<file path="src/rtl/spi_pot_pkg.sv">
package spi_pot_pkg;
  typedef enum logic [1:0] {
    OP_WRITE = 2'b00,
    OP_INC   = 2'b01,
    OP_DEC   = 2'b10,
    OP_READ  = 2'b11
  } pot_op_e;

  typedef enum logic {
    PH_CMD  = 1'b0,
    PH_DATA = 1'b1
  } pot_phase_e;
endpackage

</file>
<file path="src/rtl/spi_pot_sync.sv">
module spi_pot_sync #(
  parameter int STAGES = 2
) (
  input  logic clk,
  input  logic rst,
  input  logic cs_n_in,
  input  logic sck_in,
  input  logic sdi_in,
  output logic cs_active,
  output logic cs_start,
  output logic sck_rise,
  output logic sck_fall,
  output logic sdi_s
);
  localparam int TOP = STAGES - 1;

  logic [TOP:0] cs_q, sck_q, sdi_q;
  logic         cs_d, sck_d;

  always_ff @(posedge clk) begin
    if (rst) begin
      cs_q  <= '1;
      sck_q <= '0;
      sdi_q <= '0;
      cs_d  <= 1'b1;
      sck_d <= 1'b0;
    end else begin
      cs_q  <= {cs_q[TOP-1:0], cs_n_in};
      sck_q <= {sck_q[TOP-1:0], sck_in};
      sdi_q <= {sdi_q[TOP-1:0], sdi_in};
      cs_d  <= cs_q[TOP];
      sck_d <= sck_q[TOP];
    end
  end

  assign cs_active = !cs_q[TOP];
  assign cs_start  = cs_d && !cs_q[TOP];
  assign sck_rise  = !sck_d && sck_q[TOP];
  assign sck_fall  = sck_d && !sck_q[TOP];
  assign sdi_s     = sdi_q[TOP];
endmodule

</file>
<file path="src/rtl/spi_pot_shift.sv">
module spi_pot_shift
  import spi_pot_pkg::*;
#(
  parameter int ADDR_W     = 4,
  parameter int WIPER_W    = 9,
  parameter int NUM_WIPERS = 2
) (
  input  logic               clk,
  input  logic               rst,
  input  logic               cs_active,
  input  logic               cs_start,
  input  logic               sck_rise,
  input  logic               sck_fall,
  input  logic               sdi,
  input  logic [WIPER_W-1:0] rd_word,
  output logic [ADDR_W-1:0]  cmd_addr,
  output logic               we,
  output logic               inc,
  output logic               dec,
  output logic [WIPER_W-1:0] wdata,
  output logic               sdo
);
  localparam int BYTE_W  = 8;
  localparam int CNT_W   = $clog2(BYTE_W);
  localparam int OPC_END = ADDR_W + 1;
  localparam logic [CNT_W-1:0] SLOT_FLAG = CNT_W'(ADDR_W + 2);
  localparam logic [CNT_W-1:0] SLOT_LAST = CNT_W'(BYTE_W - 1);
  localparam logic [CNT_W-1:0] SLOT_OPC  = CNT_W'(OPC_END);
  localparam logic [ADDR_W-1:0] ADDR_LIM = ADDR_W'(NUM_WIPERS);

  logic [CNT_W-1:0]  cnt;
  logic [BYTE_W-2:0] sr;
  logic [BYTE_W-1:0] sr_n;
  pot_phase_e        phase;
  pot_op_e           op;
  logic              d8;
  logic              locked;
  logic              sdo_next;

  assign sr_n = {sr, sdi};

  always_comb begin
    sdo_next = 1'b1;
    if (phase == PH_CMD) begin
      if (cnt == SLOT_FLAG)      sdo_next = 1'b1;
      else if (cnt == SLOT_LAST) sdo_next = rd_word[WIPER_W-1];
    end else if (op == OP_READ) begin
      sdo_next = rd_word[SLOT_LAST - cnt];
    end
  end

  always_ff @(posedge clk) begin
    we  <= 1'b0;
    inc <= 1'b0;
    dec <= 1'b0;
    if (rst || !cs_active || cs_start) begin
      cnt    <= '0;
      sr     <= '0;
      phase  <= PH_CMD;
      locked <= 1'b0;
      sdo    <= cs_start && !rst;
      if (rst) begin
        cmd_addr <= '0;
        op       <= OP_WRITE;
        d8       <= 1'b0;
        wdata    <= '0;
      end
    end else if (locked) begin
      sdo <= 1'b0;
    end else if (sck_rise) begin
      sr  <= sr_n[BYTE_W-2:0];
      cnt <= cnt + 1'b1;
      if (phase == PH_CMD) begin
        if (cnt == SLOT_OPC) begin
          cmd_addr <= sr_n[OPC_END:2];
          op       <= pot_op_e'(sr_n[1:0]);
          if (sr_n[OPC_END:2] >= ADDR_LIM) locked <= 1'b1;
        end
        if (cnt == SLOT_LAST) begin
          d8 <= sdi;
          case (op)
            OP_INC:  inc   <= 1'b1;
            OP_DEC:  dec   <= 1'b1;
            default: phase <= PH_DATA;
          endcase
        end
      end else if (cnt == SLOT_LAST) begin
        phase <= PH_CMD;
        if (op == OP_WRITE) begin
          we    <= 1'b1;
          wdata <= {d8, sr_n};
        end
      end
    end else if (sck_fall) begin
      sdo <= sdo_next;
    end
  end

  // once locked, SDO is driven low from the next cycle on
  p_lock_sdo_low_r8: assert property (@(posedge clk) disable iff (rst)
    (locked && cs_active && !cs_start) |=> !sdo);
  // at most one register operation is issued per cycle
  p_one_op_r11: assert property (@(posedge clk) disable iff (rst)
    $onehot0({we, inc, dec}));
  // with chip select inactive, no operation is issued and SDO stays low
  p_idle_quiet_r10: assert property (@(posedge clk) disable iff (rst)
    (!cs_active && $past(!cs_active)) |-> (!we && !inc && !dec && !sdo));
endmodule

</file>
<file path="src/rtl/spi_pot_regs.sv">
module spi_pot_regs #(
  parameter int ADDR_W     = 4,
  parameter int WIPER_W    = 9,
  parameter int NUM_WIPERS = 2,
  parameter logic [WIPER_W-1:0] RESET_VAL = 9'h080
) (
  input  logic                          clk,
  input  logic                          rst,
  input  logic [ADDR_W-1:0]             addr,
  input  logic                          we,
  input  logic                          inc,
  input  logic                          dec,
  input  logic [WIPER_W-1:0]            wdata,
  output logic [WIPER_W-1:0]            rd_word,
  output logic [NUM_WIPERS*WIPER_W-1:0] wiper_flat
);
  localparam logic [WIPER_W-1:0] FULL = WIPER_W'(1) << (WIPER_W - 1);

  logic [WIPER_W-1:0] mem [NUM_WIPERS];

  always_comb begin
    rd_word = '0;
    for (int i = 0; i < NUM_WIPERS; i++)
      if (addr == ADDR_W'(i)) rd_word = mem[i];
  end

  for (genvar g = 0; g < NUM_WIPERS; g++) begin : g_wiper
    localparam logic [ADDR_W-1:0] MY_ADDR = ADDR_W'(g);

    always_ff @(posedge clk) begin
      if (rst) begin
        mem[g] <= RESET_VAL;
      end else if (addr == MY_ADDR) begin
        if (we)                          mem[g] <= (wdata > FULL) ? FULL : wdata;
        else if (inc && mem[g] != FULL)  mem[g] <= mem[g] + 1'b1;
        else if (dec && mem[g] != '0)    mem[g] <= mem[g] - 1'b1;
      end
    end

    assign wiper_flat[g*WIPER_W +: WIPER_W] = mem[g];

    // a stored wiper code never exceeds full scale
    p_in_range_r3: assert property (@(posedge clk) disable iff (rst)
      mem[g] <= FULL);
    // increment at full scale leaves the code at full scale
    p_inc_sat_r4: assert property (@(posedge clk) disable iff (rst)
      (inc && addr == MY_ADDR && mem[g] == FULL) |=> mem[g] == FULL);
    // decrement at zero leaves the code at zero
    p_dec_sat_r5: assert property (@(posedge clk) disable iff (rst)
      (dec && addr == MY_ADDR && mem[g] == '0) |=> mem[g] == '0);
    // without a completed command the wiper does not move
    p_hold_r9: assert property (@(posedge clk) disable iff (rst)
      !(we || inc || dec) |=> $stable(mem[g]));
  end
endmodule

</file>
<file path="src/rtl/spi_pot_if.sv">
module spi_pot_if #(
  parameter int ADDR_W      = 4,
  parameter int WIPER_W     = 9,
  parameter int NUM_WIPERS  = 2,
  parameter int SYNC_STAGES = 2,
  parameter logic [WIPER_W-1:0] RESET_VAL = 9'h080
) (
  input  logic                          clk,
  input  logic                          rst,
  input  logic                          spi_cs_n,
  input  logic                          spi_sck,
  input  logic                          spi_sdi,
  output logic                          spi_sdo,
  output logic [NUM_WIPERS*WIPER_W-1:0] wiper_flat
);
  logic               cs_active, cs_start, sck_rise, sck_fall, sdi_s;
  logic [ADDR_W-1:0]  cmd_addr;
  logic               we, inc, dec;
  logic [WIPER_W-1:0] wdata, rd_word;

  spi_pot_sync #(.STAGES(SYNC_STAGES)) u_sync (
    .clk(clk), .rst(rst),
    .cs_n_in(spi_cs_n), .sck_in(spi_sck), .sdi_in(spi_sdi),
    .cs_active(cs_active), .cs_start(cs_start),
    .sck_rise(sck_rise), .sck_fall(sck_fall), .sdi_s(sdi_s)
  );

  spi_pot_shift #(.ADDR_W(ADDR_W), .WIPER_W(WIPER_W), .NUM_WIPERS(NUM_WIPERS)) u_shift (
    .clk(clk), .rst(rst),
    .cs_active(cs_active), .cs_start(cs_start),
    .sck_rise(sck_rise), .sck_fall(sck_fall), .sdi(sdi_s),
    .rd_word(rd_word), .cmd_addr(cmd_addr),
    .we(we), .inc(inc), .dec(dec), .wdata(wdata), .sdo(spi_sdo)
  );

  spi_pot_regs #(.ADDR_W(ADDR_W), .WIPER_W(WIPER_W), .NUM_WIPERS(NUM_WIPERS),
                 .RESET_VAL(RESET_VAL)) u_regs (
    .clk(clk), .rst(rst), .addr(cmd_addr),
    .we(we), .inc(inc), .dec(dec), .wdata(wdata),
    .rd_word(rd_word), .wiper_flat(wiper_flat)
  );
endmodule

</file>
<file path="config.mk">
export PLATFORM = sky130hd
export DESIGN_NAME = spi_pot_if
export DESIGN_NICKNAME = d
export VERILOG_FILES = /design/src/rtl/spi_pot_pkg.sv /design/src/rtl/spi_pot_sync.sv /design/src/rtl/spi_pot_shift.sv /design/src/rtl/spi_pot_regs.sv /design/src/rtl/spi_pot_if.sv
export SDC_FILE = /design/constraint.sdc
export NUM_CORES = 1
export LEC_CHECK = 0
export BUFFER_PORTS_ARGS = -buffer_cell sky130_fd_sc_hd__buf_2
export CORE_ASPECT_RATIO = 0.9
export CORE_MARGIN = 2
export CORE_UTILIZATION = 60
export CTS_CLUSTER_SIZE = 16
export DETAILED_ROUTE_END_ITERATION = 8
export GPL_TIMING_DRIVEN = 0
export PLACE_DENSITY = 0.76
export SYNTH_ARGS = -nofsm -noshare
export SYNTH_HDL_FRONTEND = slang
export SYNTH_HIERARCHICAL = 1
export SYNTH_SLANG_ARGS = --single-unit
</file>
<file path="constraint.sdc">
create_clock -name clk -period 3.27 [get_ports clk]
set_input_delay 0.654 -clock clk [delete_from_list [all_inputs] [get_ports clk]]
set_output_delay 0.654 -clock clk [all_outputs]
set_load 0.02 [all_outputs]
</file>
* Word-level counts from Yosys, hierarchy flattened
Memories as Yosys holds them, arrays and structs flattened.
Index checks and enable logic that the tools add are counted.
** Operators by class
- Add/subtract/negate cells :: 6
- Magnitude comparators :: 3
- Eq/ne operators :: 13
- Mux-type cells :: 87
- Bitwise operators :: 10
- Reductions and logical operators :: 32
** Operator list (count)
- $mux 9 :: 16
- $mux 1 :: 58
- $mux 4 :: 6
- $add 9x1->9 const B :: 2
- $ne 9x9->1 const B :: 2
- $reduce_bool 9->1 :: 2
- $sub 9x1->9 const B :: 2
- $mux 2 :: 6
- $reduce_and 5->1 :: 2
- $reduce_bool 2->1 :: 5
- $reduce_or 5->1 :: 2
- $eq 3x3->1 const B :: 3
- $gt 9x9->1 const B :: 1
- $logic_and 1x1->1 :: 8
- $ne 2x2->1 const B :: 3
- $or 1x1->1 :: 6
- $reduce_and 6->1 :: 1
- $lt 3x5->1 const B :: 1
- $eq 2x2->1 const B :: 2
- $eq 4x1->1 const B :: 1
- $ge 4x2->1 const B :: 1
- $logic_not 1->1 :: 4
- $logic_not 4->1 :: 1
- $not 1->1 :: 4
- 10 further kinds :: 12
** Storage, ports and cells
- Bits in registers :: 40
- Memory bits (writable) :: 18
- Input bits :: 5
- Word-level logic and storage cells :: 169
- Memories :: 1
** Memories
- u_regs.mem :: words 2, bits a word 9, read ports 2, clocked after memory_dff 0, wr ports 2, RTL line spi_pot_regs.sv:19 : logic [WIPER_W-1:0] mem [NUM_WIPERS];

* Depth between registers and ports, before layout
- Word-level depth :: 11
- Mapped depth :: 8
- Depth with buffers taken out :: 7

* By module
The synthesis kept the hierarchy.
** Modules (own cells, without submodules)
- spi_pot_regs :: instances 1, cells each 195, area an instance 1803.0 um2, seq. area each 540.5 um2
- spi_pot_shift :: instances 1, cells each 122, area an instance 1395.1 um2, seq. area each 810.8 um2
- spi_pot_sync :: instances 1, cells each 20, area an instance 232.7 um2, seq. area each 160.2 um2

* Least setup slack after synthesis
OpenSTA, ideal clock, no wires.
- Path type :: reg-to-reg
- Start point :: mem u_regs.mem[1][0]
- End point :: mem u_regs.mem[1][0] (enable)
- Setup time :: 0.306 ns
- Arrival :: 2.185 ns
- Path slack :: 0.779 ns
- Stages on the path, launching flop included :: 9
- Buffers on the path :: 1
- Clock period less this slack :: 2.491 ns
- Cell sequence :: edfxtp_1 -> inv_1 -> ha_1 -> nor3b_1 -> a21oi_1 -> o21a_1 -> buf_4 -> nor2_1 -> nand2_1
** RTL lines (RTL line)
- start, declared :: spi_pot_regs.sv:19

==> metrics.txt <==
Worst-Skew Late Latency 0.35 ns; setup repair bufs after CTS 0; Post-CTS Resized 0; Layout area overhead 12.6%; power share of the clock group 43.3%; WS Path Type flop to flop; routability congestion estimate from global placement 0.908; Avg Cell Area, Syn approximately 10 um^2; commonest non-fill, non-tap cell in the layout nand2_1; largest net degree at the start of global routing 19; ys flop type edfxtp_1; Hold Crit Depth 1; Post-Synthesis Cells 337; worst min-delay path class flop to flop; routed len/inst around 17 um; status finished, final reports clean; H-tree Lvls 3; P_int 1270 uW; fillers between 400 and 500; total number of vias 2711; adder-cell share of the synthesized area 4.38%; Seq. cell area between 1500 and 2000 um^2; total number of yosys warnings 6; Num CTS Buffers 9; share of cells above drive strength 1 17.0%; Max-Slew Margin vs Limit between 40% and 50%; sequential share of the synthesized area 44.1%; Max Transition Viols Final 0; final hold vios 0; GRT Total Usage 24.9%; cell area after layout 3860 um^2; synthesized area 3430 um^2; Comb pwr share 7.6%; first-pass GRT wire length 11.9 mm; die area 6340 um^2; Placed Area 3630 um^2; IO Count 24; crit path DAT 2.98 ns; period utilization 90.9%; Worst Clk Skew 0.00916 ns; r2r setup slk 0.30 ns; Rows 26; r2r endpoint u_regs/mem[1][1]; share of power burned in registers 49.1%; area fraction in compound gates after synthesis 15.8%; CTS sink count 58; Switch Pwr ~380 uW; Port Buffers 23; Max-Cap Viols 0; fmax 336 MHz; n_diodes 0; largest family of logic cells by synthesized area simple AND/OR/NAND/NOR gates; CP max FO 10; CP Launch Type flop; Leak approximately 0.0014 uW; Max IR drop VDD 0.000411 V; initial core utilization 61.3%; hold path startpoint u_sync/cs_q[0]; Crit path required time 3.28 ns; synth unique cells 65; post-synthesis register bit count 58; R2R cell count 8; Synth Area in Simple Gates 25.7%; initial antenna violation count 0; detailed placement HPWL about 5.4 mm; pwr dens 429 nW/um^2; Tightest Pin Transition 0.781 ns; Reg clk slew, reported paths 0.06 ns; hold_buf cts 0; Remaining Overflow, GRT 0; commonest non-fill, non-tap cells in the layout nand2_1 (42), edfxtp_1 (35), buf_2 (26); fin crit period 2.97 ns; Crit. End Element flop; Sw Ratio 23.1%; post-synthesis mux area share under 10%; Hold Path End u_sync/cs_q[1]; drt first pass iters 5; DR vias/cell around 6; Final nets 388; number of global-route vias before repair 2335; Die X 83.7 um; CTS tree yes; Post-synth EDFFs 35; asr flop ratio synth 0%; final WL 7.57 mm; initial drt markers between 150 and 200; footprint of the multi-input gates 1770 um^2; Setup Viol. Count Final 0; CTS root buf clkbuf_8; Core Area 5600 um^2; post-synth net total 354; Synth Area in XOR/XNOR 3.83%; CTS Buffer Depth 2; # DRC 0; chip height 75.7 um; RSZ-0062 raised after global routing false; Antenna Nets Post-Route 0; setup_tns 0 ns; R2R Path Start u_regs/mem[1][0]; Final Util 69.0%
-- per-layer routing --
| layer | vias up | part of all wire (%) | track usage [%] |
|---|---|---|---|
| met5 | - | 0 | 0 |
| li1 | 1306 | - | - |
| met1 | 1273 | 47 | 35.5 |
| met3 | 12 | 8.2 | 5.96 |
| met2 | 120 | 44 | 36.6 |
| met4 | 0 | 1.7 | 11.1 |
-- power by group through the flow --
stage,logic (uW),registers [uW],clock network (uW)
6_report,126,815,717
5_1_grt,138,817,763
4_1_cts,125,814,737
3_5_place_dp,124,831,0
3_3_place_gp,122,829,0
2_1_floorplan,79.1,837,0
-- logic make-up after synthesis --
| family | after synthesis |
|---|---|
| AOI/OAI and AO/OA | 69 |
| muxes | 3 |
| adders and majority gates | 12 |
| xor gates and xnor gates | 15 |
| DFF | 58 |
| buffers and inverters | 31 |
| and+or+nand+nor | 149 |
-- layout make-up --
cell class                 instances  share of cell area, %
multi-input combinational        248                   45.7
timing repair buffer              23                   2.98
sequential                        58                   39.1
tap                               70                   2.27
buffer                            19                   2.82
clock inverter                     2                  0.324
inverter                          12                   1.17
clock buffer                      14                   5.60
-- registers in the layout (all words and copies together), names as in the netlist --
signal / flops
u_shift/cnt: 3
u_sync/sck_d: 1
u_shift/phase: 1
u_shift/wdata: 9
u_regs/mem: 18
u_shift/cmd_addr: 4
u_sync/cs_d: 1
u_sync/sdi_q: 2
u_shift/dec: 1
u_shift/d8: 1
u_shift/locked: 1
u_shift/inc: 1
u_sync/sck_q: 2
u_sync/cs_q: 2
u_shift/we: 1
u_shift/sdo: 1
u_shift/op: 2
u_shift/sr: 7
-- metrics by stage --
step / instances / hold WS [ns] / setup WS, ns / power (uW)
floorplan: 337 / 0.383 / 0.779 / 916
global placement: 430 / 0.386 / 0.446 / 951
detailed placement: 430 / 0.393 / 0.369 / 954
CTS: 446 / 0.409 / 0.276 / 1680
global route: 446 / 0.427 / 0.0929 / 1720
finish: 446 / 0.405 / 0.297 / 1660
-- cells in the mapped netlist, types with 4 or more instances --
cell,instances,share of area (%)
nand2b_1,10,1.8
inv_1,11,1.2
nand3_1,7,1.0
dfxtp_1,23,13
nor4_1,4,0.73
nor2b_1,13,2.4
a21oi_1,21,3.1
ha_1,12,4.4
and3_1,4,0.73
nor2_1,14,1.5
nor3_1,5,0.73
a22o_1,8,2.0
o22ai_1,6,1.1
nand4_1,5,0.91
nand2_1,42,4.6
clkbuf_1,10,1.1
or2_1,4,0.73
xor2_1,7,1.8
edfxtp_1,35,31
a221oi_1,6,1.5
and2_1,17,3.1
xnor2_1,8,2.0
buf_6,4,1.3
-- critical path, stage by stage, from the launching register on --
cell,delay [ns]
edfxtp_1,0.50
inv_1,0.14
ha_1,0.22
nor3b_1,0.58
a21oi_1,0.17
o21a_1,0.24
buf_4,0.18
nor2_1,0.26
nand2_1,0.33
-- how the worst max path moves through the flow --
stage | from | to | cells after the start
final | u_regs/mem[1][0] | u_regs/mem[1][1] | 8
after global routing | u_regs/mem[1][0] | u_regs/mem[1][1] | 8
after CTS | u_regs/mem[1][0] | u_regs/mem[1][1] | 8
after detailed placement | u_regs/mem[1][0] | u_regs/mem[1][4] | 8
after global placement | rst | u_regs/mem[0][1] | 7
after floorplan | u_regs/mem[1][0] | u_regs/mem[1][0] | 8
No activity file was read; power rests on OpenSTA's default activity.
